--- src/rtl/uwdf_pkg.sv ---
package uwdf_pkg;

  localparam int SYM_W = 2;

  typedef enum logic [1:0] {
    ST_SEARCH  = 2'd0,
    ST_PAYLOAD = 2'd1,
    ST_RESYNC  = 2'd2
  } uwdf_state_t;

  // One 90-degree step along the Gray cycle 00 -> 01 -> 11 -> 10 -> 00
  function automatic logic [SYM_W-1:0] rot_step(input logic [SYM_W-1:0] s);
    logic [SYM_W-1:0] r;
    case (s)
      2'b00:   r = 2'b01;
      2'b01:   r = 2'b11;
      2'b11:   r = 2'b10;
      default: r = 2'b00;
    endcase
    return r;
  endfunction

  // Apply n steps (n = 0..3)
  function automatic logic [SYM_W-1:0] rot_n(input logic [SYM_W-1:0] s,
                                             input logic [1:0] n);
    logic [SYM_W-1:0] r;
    r = s;
    for (int i = 0; i < 3; i++) begin
      if (2'(i) < n) r = rot_step(r);
    end
    return r;
  endfunction

endpackage

--- src/rtl/uwdf_window.sv ---
module uwdf_window
  import uwdf_pkg::*;
#(
  parameter int UW_LEN = 8
) (
  input  logic                      clk,
  input  logic                      rst_n,
  input  logic                      shift_en,
  input  logic                      flush,
  input  logic [SYM_W-1:0]          sym_in,
  output logic [UW_LEN*SYM_W-1:0]   cand,
  output logic                      ready
);
  localparam int WIN_W  = UW_LEN * SYM_W;
  localparam int FILL_W = $clog2(UW_LEN + 1);

  logic [WIN_W-1:0]  win_q, win_d;
  logic [FILL_W-1:0] fill_q, fill_d;

  // Candidate window including the symbol arriving this cycle
  assign cand  = {win_q[WIN_W-SYM_W-1:0], sym_in};
  assign ready = (fill_q >= FILL_W'(UW_LEN - 1));

  always_comb begin
    win_d  = win_q;
    fill_d = fill_q;
    if (flush) begin
      fill_d = '0;
    end else if (shift_en) begin
      win_d = cand;
      if (fill_q != FILL_W'(UW_LEN)) fill_d = fill_q + FILL_W'(1);
    end
  end

  always_ff @(posedge clk or negedge rst_n) begin
    if (!rst_n) begin
      win_q  <= '0;
      fill_q <= '0;
    end else begin
      win_q  <= win_d;
      fill_q <= fill_d;
    end
  end

endmodule

--- src/rtl/uwdf_matcher.sv ---
module uwdf_matcher
  import uwdf_pkg::*;
#(
  parameter int                       UW_LEN  = 8,
  parameter logic [UW_LEN*SYM_W-1:0]  UW_WORD = 16'hEB90
) (
  input  logic [UW_LEN*SYM_W-1:0] cand,
  output logic                    hit,
  output logic [1:0]              hit_rot
);
  localparam int WIN_W   = UW_LEN * SYM_W;
  localparam int NUM_ROT = 4;

  logic [WIN_W-1:0]   rot_word [NUM_ROT];
  logic [NUM_ROT-1:0] hit_vec;

  for (genvar k = 0; k < NUM_ROT; k++) begin : g_rot
    for (genvar i = 0; i < UW_LEN; i++) begin : g_sym
      assign rot_word[k][i*SYM_W +: SYM_W] = rot_n(UW_WORD[i*SYM_W +: SYM_W], 2'(k));
    end
    assign hit_vec[k] = (cand == rot_word[k]);
  end

  always_comb begin
    hit_rot = 2'd0;
    for (int k = NUM_ROT - 1; k >= 0; k--) begin
      if (hit_vec[k]) hit_rot = 2'(k);
    end
  end

  assign hit = |hit_vec;

endmodule

--- src/rtl/uwdf_packer.sv ---
module uwdf_packer
  import uwdf_pkg::*;
#(
  parameter int CHAR_W = 7,
  parameter int CHARS  = 24
) (
  input  logic              clk,
  input  logic              rst_n,
  input  logic              clr,
  input  logic              sym_en,
  input  logic [SYM_W-1:0]  sym_in,
  input  logic [1:0]        rot,
  output logic              char_valid,
  output logic [CHAR_W-1:0] char_data,
  output logic              packet_done
);
  localparam int BC_W = $clog2(CHAR_W);
  localparam int CC_W = $clog2(CHARS + 1);

  logic [CHAR_W-1:0] acc_q, acc_d;
  logic [BC_W-1:0]   bcnt_q, bcnt_d;
  logic [CC_W-1:0]   ccnt_q, ccnt_d;
  logic [CHAR_W-1:0] emit_data, data_q;
  logic              emit, last;
  logic              valid_q, done_q;
  logic [1:0]        inv_rot;
  logic [SYM_W-1:0]  fixed;

  assign inv_rot = 2'd0 - rot;
  assign fixed   = rot_n(sym_in, inv_rot);

  always_comb begin
    acc_d     = acc_q;
    bcnt_d    = bcnt_q;
    emit      = 1'b0;
    emit_data = '0;
    for (int b = SYM_W - 1; b >= 0; b--) begin
      acc_d = {acc_d[CHAR_W-2:0], fixed[b]};
      if (bcnt_d == BC_W'(CHAR_W - 1)) begin
        emit      = 1'b1;
        emit_data = acc_d;
        bcnt_d    = '0;
      end else begin
        bcnt_d = bcnt_d + BC_W'(1);
      end
    end
    last   = emit && (ccnt_q == CC_W'(CHARS - 1));
    ccnt_d = ccnt_q;
    if (emit) ccnt_d = last ? '0 : ccnt_q + CC_W'(1);
  end

  always_ff @(posedge clk or negedge rst_n) begin
    if (!rst_n) begin
      acc_q   <= '0;
      bcnt_q  <= '0;
      ccnt_q  <= '0;
      data_q  <= '0;
      valid_q <= 1'b0;
      done_q  <= 1'b0;
    end else begin
      valid_q <= sym_en && !clr && emit;
      done_q  <= sym_en && !clr && last;
      if (clr) begin
        acc_q  <= '0;
        bcnt_q <= '0;
        ccnt_q <= '0;
      end else if (sym_en) begin
        acc_q  <= acc_d;
        bcnt_q <= bcnt_d;
        ccnt_q <= ccnt_d;
        if (emit) data_q <= emit_data;
      end
    end
  end

  assign char_valid  = valid_q;
  assign char_data   = data_q;
  assign packet_done = done_q;

endmodule

--- src/rtl/uw_rotation_deframer.sv ---
module uw_rotation_deframer
  import uwdf_pkg::*;
#(
  parameter int                      UW_LEN   = 8,
  parameter int                      PAY_SYMS = 84,
  parameter int                      CHAR_W   = 7,
  parameter logic [UW_LEN*SYM_W-1:0] UW_WORD  = 16'hEB90
) (
  input  logic              clk,
  input  logic              rst_n,
  input  logic              sym_valid,
  input  logic [1:0]        sym_in,
  output logic              frame_start,
  output logic [1:0]        rot_idx,
  output logic              char_valid,
  output logic [CHAR_W-1:0] char_data,
  output logic              packet_done
);
  localparam int WIN_W = UW_LEN * SYM_W;
  localparam int CHARS = (PAY_SYMS * SYM_W) / CHAR_W;
  localparam int PC_W  = $clog2(PAY_SYMS);

  uwdf_state_t       st_q, st_d;
  logic [PC_W-1:0]   pcnt_q, pcnt_d;
  logic [1:0]        rot_q, rot_d;
  logic              fs_q;
  logic [WIN_W-1:0]  cand;
  logic              win_ready, hit, take, pay_en, pay_last;
  logic [1:0]        hit_rot;

  uwdf_window #(.UW_LEN(UW_LEN)) u_win (
    .clk      (clk),
    .rst_n    (rst_n),
    .shift_en (sym_valid && (st_q != ST_PAYLOAD)),
    .flush    (take || pay_last),
    .sym_in   (sym_in),
    .cand     (cand),
    .ready    (win_ready)
  );

  uwdf_matcher #(.UW_LEN(UW_LEN), .UW_WORD(UW_WORD)) u_match (
    .cand    (cand),
    .hit     (hit),
    .hit_rot (hit_rot)
  );

  assign take     = sym_valid && (st_q != ST_PAYLOAD) && win_ready && hit;
  assign pay_en   = sym_valid && (st_q == ST_PAYLOAD);
  assign pay_last = pay_en && (pcnt_q == PC_W'(PAY_SYMS - 1));

  always_comb begin
    st_d   = st_q;
    pcnt_d = pcnt_q;
    rot_d  = rot_q;
    case (st_q)
      ST_PAYLOAD: begin
        if (pay_last) begin
          st_d   = ST_RESYNC;
          pcnt_d = '0;
        end else if (pay_en) begin
          pcnt_d = pcnt_q + PC_W'(1);
        end
      end
      default: begin
        st_d = ST_SEARCH;
        if (take) begin
          st_d   = ST_PAYLOAD;
          pcnt_d = '0;
          rot_d  = hit_rot;
        end
      end
    endcase
  end

  always_ff @(posedge clk or negedge rst_n) begin
    if (!rst_n) begin
      st_q   <= ST_SEARCH;
      pcnt_q <= '0;
      rot_q  <= 2'd0;
      fs_q   <= 1'b0;
    end else begin
      st_q   <= st_d;
      pcnt_q <= pcnt_d;
      rot_q  <= rot_d;
      fs_q   <= take;
    end
  end

  uwdf_packer #(.CHAR_W(CHAR_W), .CHARS(CHARS)) u_pack (
    .clk         (clk),
    .rst_n       (rst_n),
    .clr         (take),
    .sym_en      (pay_en),
    .sym_in      (sym_in),
    .rot         (rot_q),
    .char_valid  (char_valid),
    .char_data   (char_data),
    .packet_done (packet_done)
  );

  assign frame_start = fs_q;
  assign rot_idx     = rot_q;

endmodule

--- config.mk ---
export PLATFORM = sky130hd
export DESIGN_NAME = uw_rotation_deframer
export DESIGN_NICKNAME = d
export VERILOG_FILES = /design/src/rtl/uwdf_pkg.sv /design/src/rtl/uwdf_window.sv /design/src/rtl/uwdf_matcher.sv /design/src/rtl/uwdf_packer.sv /design/src/rtl/uw_rotation_deframer.sv
export SDC_FILE = /design/constraint.sdc
export NUM_CORES = 1
export LEC_CHECK = 0
export ABC_AREA = 1
export BUFFER_PORTS_ARGS = -buffer_cell sky130_fd_sc_hd__buf_2
export CAP_MARGIN = 25
export CORE_UTILIZATION = 45
export CTS_CLUSTER_DIAMETER = 50
export DETAILED_ROUTE_END_ITERATION = 7
export GPL_ROUTABILITY_DRIVEN = 0
export PLACE_DENSITY = 0.7
export SKIP_CTS_REPAIR_TIMING = 1
export SYNTH_ARGS = -nofsm -noshare
export SYNTH_HDL_FRONTEND = slang
export SYNTH_HIERARCHICAL = 1
export SYNTH_SLANG_ARGS = --single-unit
export TNS_END_PERCENT = 20
--- constraint.sdc ---
create_clock -name clk -period 3.6 [get_ports clk]
set_clock_uncertainty 0.1 [all_clocks]
set_input_delay 0.72 -clock clk [delete_from_list [all_inputs] [get_ports clk]]
set_output_delay 0.72 -clock clk [all_outputs]
set_load 0.005 [all_outputs]
# ---- Word level (Yosys, flattened, before mapping)
# Cells that the tools add are included.
# W data, S select, Z words.
dict set report totals {
  reg_bits 53
  out_inout_bits 12
  in_bits 5
  elab_cells 104
}
dict set report op_classes {
  order_cmp 4
  bitwise 3
  n_reduce_logical 26
  n_mux 34
  n_eq_ne 19
  addsub 6
}
# op count
set ops {}
lappend ops {{$mux W7} 6}
lappend ops {{$eq A16 B16 Y1 const B} 2}
lappend ops {{$mux W5} 4}
lappend ops {{$mux W2} 9}
lappend ops {{$pmux W2 S3} 3}
lappend ops {{$eq A16 B13 Y1 const B} 1}
lappend ops {{$eq A16 B15 Y1 const B} 1}
lappend ops {{$mux W3} 4}
lappend ops {{$mux W4} 3}
lappend ops {{$mux W6} 2}
lappend ops {{$reduce_and A2 Y1} 5}
lappend ops {{$reduce_bool A2 Y1} 5}
lappend ops {{$logic_and A1 B1 Y1} 9}
lappend ops {{$eq A2 B1 Y1 const B} 4}
lappend ops {{$add A7 B1 Y7 const B} 1}
lappend ops {{$eq A7 B7 Y1 const B} 1}
lappend ops {{$add A3 B1 Y3 const B} 2}
lappend ops {{$eq A2 B2 Y1 const B} 3}
lappend ops {{$eq A3 B3 Y1 const B} 2}
lappend ops {{$logic_not A2 Y1} 3}
lappend ops {{$add A5 B1 Y5 const B} 1}
lappend ops {{$eq A5 B5 Y1 const B} 1}
lappend ops {{$add A4 B1 Y4 const B} 1}
lappend ops {{$ge A4 B3 Y1 const B} 1}
lappend ops {{other kinds (13)} 18}

# ---- Longest topological paths before layout
dict set report logic_depth {
  word_depth 11
  mapped_depth 18
}

# ---- Hierarchy
# The synthesis kept the hierarchy.
# module area_each_um2 instances cells_each
set by_module_without_submodules {}
lappend by_module_without_submodules {uwdf_packer 1291.2 1 156}
lappend by_module_without_submodules {uwdf_window 810.8 1 93}
lappend by_module_without_submodules {uw_rotation_deframer 639.4 1 81}
lappend by_module_without_submodules {uwdf_matcher 246.5 1 65}

# ---- Worst setup path after synthesis
# No wires, ideal clock.
dict set report synth_path {
  kind {input to register}
  start {input sym_in[1]}
  end {register u_pack.data_q[1], in the netlist u_pack/char_data[1]}
  path_buffers 1
  arrival_time_ps 2276
  path_stages 16
  slack_ps 1151
  setup_time_ps 73
  path_cell_list {buf_4 > nand2_1 > nor2_1 > nand2_1 > nor2_2 > nor2_1 > nand2_1 > nand2_1 > inv_1 > nand2_4 > inv_1 > nor2_4 > inv_1 > a21oi_4 > nor2_2 > a21oi_2}
}
dict set report synth_between {
  elab_cells_between_ends 24
  cone_classes {eq/ne (10); mux (7); bitwise (1); reduce/logical (6)}
}
# item line
set synth_rtl {}
lappend synth_rtl {{start, declared} uw_rotation_deframer.sv:12} ;# input logic [1:0] sym_in,
lappend synth_rtl {{$eq A16 B16 Y1, or another cell as far along} uwdf_matcher.sv:21} ;# assign hit_vec[k] = (cand == rot_word[k]);
lappend synth_rtl {{$reduce_or A4 Y1 *} uwdf_matcher.sv:31} ;# assign hit = |hit_vec;
lappend synth_rtl {{net hit} uw_rotation_deframer.sv:28} ;# logic win_ready, hit, take, pay_en, pay_last;
lappend synth_rtl {{$logic_and A1 B1 Y1 *} uw_rotation_deframer.sv:47} ;# assign take = sym_valid && (st_q != ST_PAYLOAD) && win_ready && hit;
lappend synth_rtl {{net take} uw_rotation_deframer.sv:28}
lappend synth_rtl {{$not A1 Y1 (no line) *} --}
lappend synth_rtl {{$reduce_and A3 Y1 (no line) *} --}
lappend synth_rtl {{end signal, assigned} uwdf_packer.sv:71} ;# if (emit) data_q <= emit_data;
lappend synth_rtl {{end, declared} uwdf_packer.sv:23} ;# logic [CHAR_W-1:0] emit_data, data_q;
# The timed path passes the listed nets; every way through them passes the cells marked *.
# A chain may end at the register's enable or synchronous reset.

# ---- Final worst setup path
dict set report layout_path {
  start {input sym_in[0]}
  end {register u_pack.data_q[3], in the netlist u_pack/char_data[3]}
}
# The elaborated chain is that of the path after synthesis.

==> impl_results.md <==
- Status: finished clean
- Share of cells above drive strength 1: a little over an eighth
- Setup crit end kind: flip-flop
- Io pins: 17
- Post-synth ARST share: 100.0%
- Yosys cell types: 28
- Main combinational cell family by area after synthesis: simple AND/OR/NAND/NOR gates
- Mapped Cells: roughly 400
- Worst IR Drop VDD: ~0.00021 V
- Top post-synthesis cells by count: nand2_1 (143), inv_1 (60), dfrtp_1 (53), nor2_1 (33), nand3_1 (24)
- Ant diodes: 0
- Reg2reg setup slack: between 1000 and 1500 ps
- CP Launch Type: input port
- Cell area after layout: 0.003251 sq mm
- Initial antenna violation count: 0
- Vias in the first global route: 2277
- Slowest-stage cell, CP: a21oi_4
- H-tree depth: 2
- Worst-Skew Late Latency: roughly 320 ps
- First-pass GRT wire length: 10070 um
- Tcrit/Tclk final: between 60% and 70%
- # rows: 29
- Worst-case clock buffer depth: 2
- IO Port Bufs: 16
- Simple-Gate Fraction of Synth Area: 34.30%
- Top cells by area, synth: dfrtp_1 (44%), nand2_1 (18%), inv_1 (7.5%)
- Mapped cell area: roughly 0.003 sq mm
- CP top delay family: simple AND/OR/NAND/NOR gates
- Pwr/cell area: around 400 mW/mm^2
- Top cell by count, worst path: nand2_1
- Worst hold margin: 381.3 ps
- Clk slew on worst S/H paths: approximately 100 ps
- Post-synthesis adder-cell area fraction: between 3 and 4%
- Initial DRC count: about 130
- Die area: around 0.0070 sq mm
- Placed cell count: a little under 500
- Post-synthesis mux area share: 0%
- CP Launch Point: sym_in[0]
- HPWL after detailed placement: between 4000 and 5000 um
- DRT Wirelength: between 5000 and 6000 um
- Grt met3 use: roughly 2.7%
- Number of iterations in the first detailed-routing pass: 4
- Final hold vios: 0
- Crit path time final: roughly 2500 ps
- Synth warnings: 6
- Crit-path max cell delay: just under 300 ps
- Share of the synthesized area in the top cell type: 44.39%
- Sequential area share after synthesis: between 40% and 50%
- Grt met1 use: roughly 24%
- Critical path type: in -> reg
- Global Route met2 Usage: around 30%
- Total grt overflow: 0
- Pin count of the biggest net entering global routing: 36
- Clock root buffer: clkbuf_8
- Fmax: 0.4045 GHz
- Yosys top cell by area: dfrtp_1
- Busiest layer in global routing: met2
- Final slew viol count: 0
- Initial cell density of the core: 46.79%
- Synth Flop Type: dfrtp_1
- CTS tree: done
- Crit path DAT: around 2600 ps
- Antenna viol nets, final: 0
- Count leader, synth: nand2_1
- Hold Crit Class: in -> async
- Post-synth EDFFs: 0
- Num CTS Buffers: 5
- Final setup fails: 0
- Core area: ~0.0064 sq mm
- Worst-path fanout max: 9
- Xor and xnor area share after synthesis: 1.173%
- Crit path buf inv count: 5
- Unrepaired setup endpoints after global routing: false
- Synth Area in Compound Gates: between 7 and 8%
- R2R depth: 15
- Reg2reg end: u_pack/char_data[3]
- Syn avg cell area: ~7.6 sq um
- DR vias/cell: around 4.8
- Worst-margin pin slew: 781.0 ps
- R2r startpoint: u_win/win_q[1]
- Die width: 83.49 um
- Wire per inst: around 11 um
- Final TNS setup: 0 ps
- DRC Markers: 0
- Final Power: roughly 1.3 mW
- Syn_nets: just over 400
- Fin cells: a little under 500
- Post-placement cell area: between 0.003 and 0.004 sq mm
- Max Cap Violations: 0
- Worst-path cell chain: buf_2 -> inv_1 -> nand2_1 -> nor2_1 -> nand2_1 -> nor2_2 -> nor2_1 -> nand2_1 -> nand2_1 -> inv_1 -> nand2_4 -> inv_1 -> nor2_4 -> inv_1 -> a21oi_4 -> nand2_1 -> nand2_1
- Die Height: 83.49 um
- Nets: 428
- Req. time, crit path: 3760 ps
- Synth Register Bits: 53
- Clock sink count: between 50 and 60
- Layout fillers: 607
- Area Growth Syn to Fin: 8.794%
- Total GRT Usage: roughly 18%
- Worst slew margin: a little under half
- Leakage: between 1.5 and 2 nW
- Routed via count: between 2000 and 2500
[stage by stage]
step	util (%)	setup slack [ps]
floorplan	-	1151
global placement	49.14	850.9
detailed placement	49.14	811.6
CTS	50.90	1125
global route	50.90	853.1
finish	50.90	1128
[power breakdown]
part / internal [mW] / switching [mW] / leakage, nW
registers: 0.644 / 0.0534 / 0.672
clock network: 0.209 / 0.201 / 0.0585
logic: 0.0728 / 0.122 / 1.07
total: 0.925 / 0.377 / 1.80
[worst max path at each step]
stage,endpoint,slack [ps],cells after the start
floorplan,u_pack/char_data[1],1150,16
global placement,u_pack/char_data[1],850,17
detailed placement,u_pack/char_data[3],810,17
CTS,u_pack/char_data[3],1130,17
global route,u_pack/ccnt_q[0],850,16
finish,u_pack/char_data[3],1130,17
[layer usage]
metal  share of wire, %  wire length, um
met5                  0                0
met4                1.6               89
met3                2.2              123
met2                 47             2623
met1                 49             2711
[final cells by class]
cell class	instances	area, sq um	area share [%]
Clock buffer	5	68.82	2.117
Clock inverter	3	43.79	1.347
Inverter	65	244.0	7.506
Multi-Input combinational cell	273	1384	42.57
Sequential cell	53	1326	40.80
Tap cell	77	96.34	2.964
Timing Repair Buffer	17	87.58	2.694
[sequential cells by signal, indices dropped and copies added (netlist names)]
signal              cells
u_pack/packet_done      1
u_win/win_q            14
frame_start             1
u_win/fill_q            4
u_pack/char_data        7
rot_idx                 2
u_pack/ccnt_q           5
u_pack/char_valid       1
u_pack/bcnt_q           3
u_pack/acc_q            6
pcnt_q                  7
st_q                    2
[cell usage in the layout, fill, tap and decap left out, types with 4 or more instances in the layout]
cell and n:
nor2_4 4, nand3_1 24, o22ai_1 11, nor2_2 4, buf_2 16, inv_2 5
nand2_4 5, dfrtp_1 53, nand4_1 7, o21ai_0 14, ha_1 8, nor2_1 33
clkbuf_8 5, nand2_1 143, inv_1 60
[kinds of logic (layout without fill, tap and decap cells)]
logic type      count (synthesis)  in the layout
flops                          53             53
fa+ha+maj                       8              8
compound gates                 33             33
buf+inv                        69             90
simple gates                  228            228
xor+xnor                        4              4
Power figures use the tool's default switching activity.
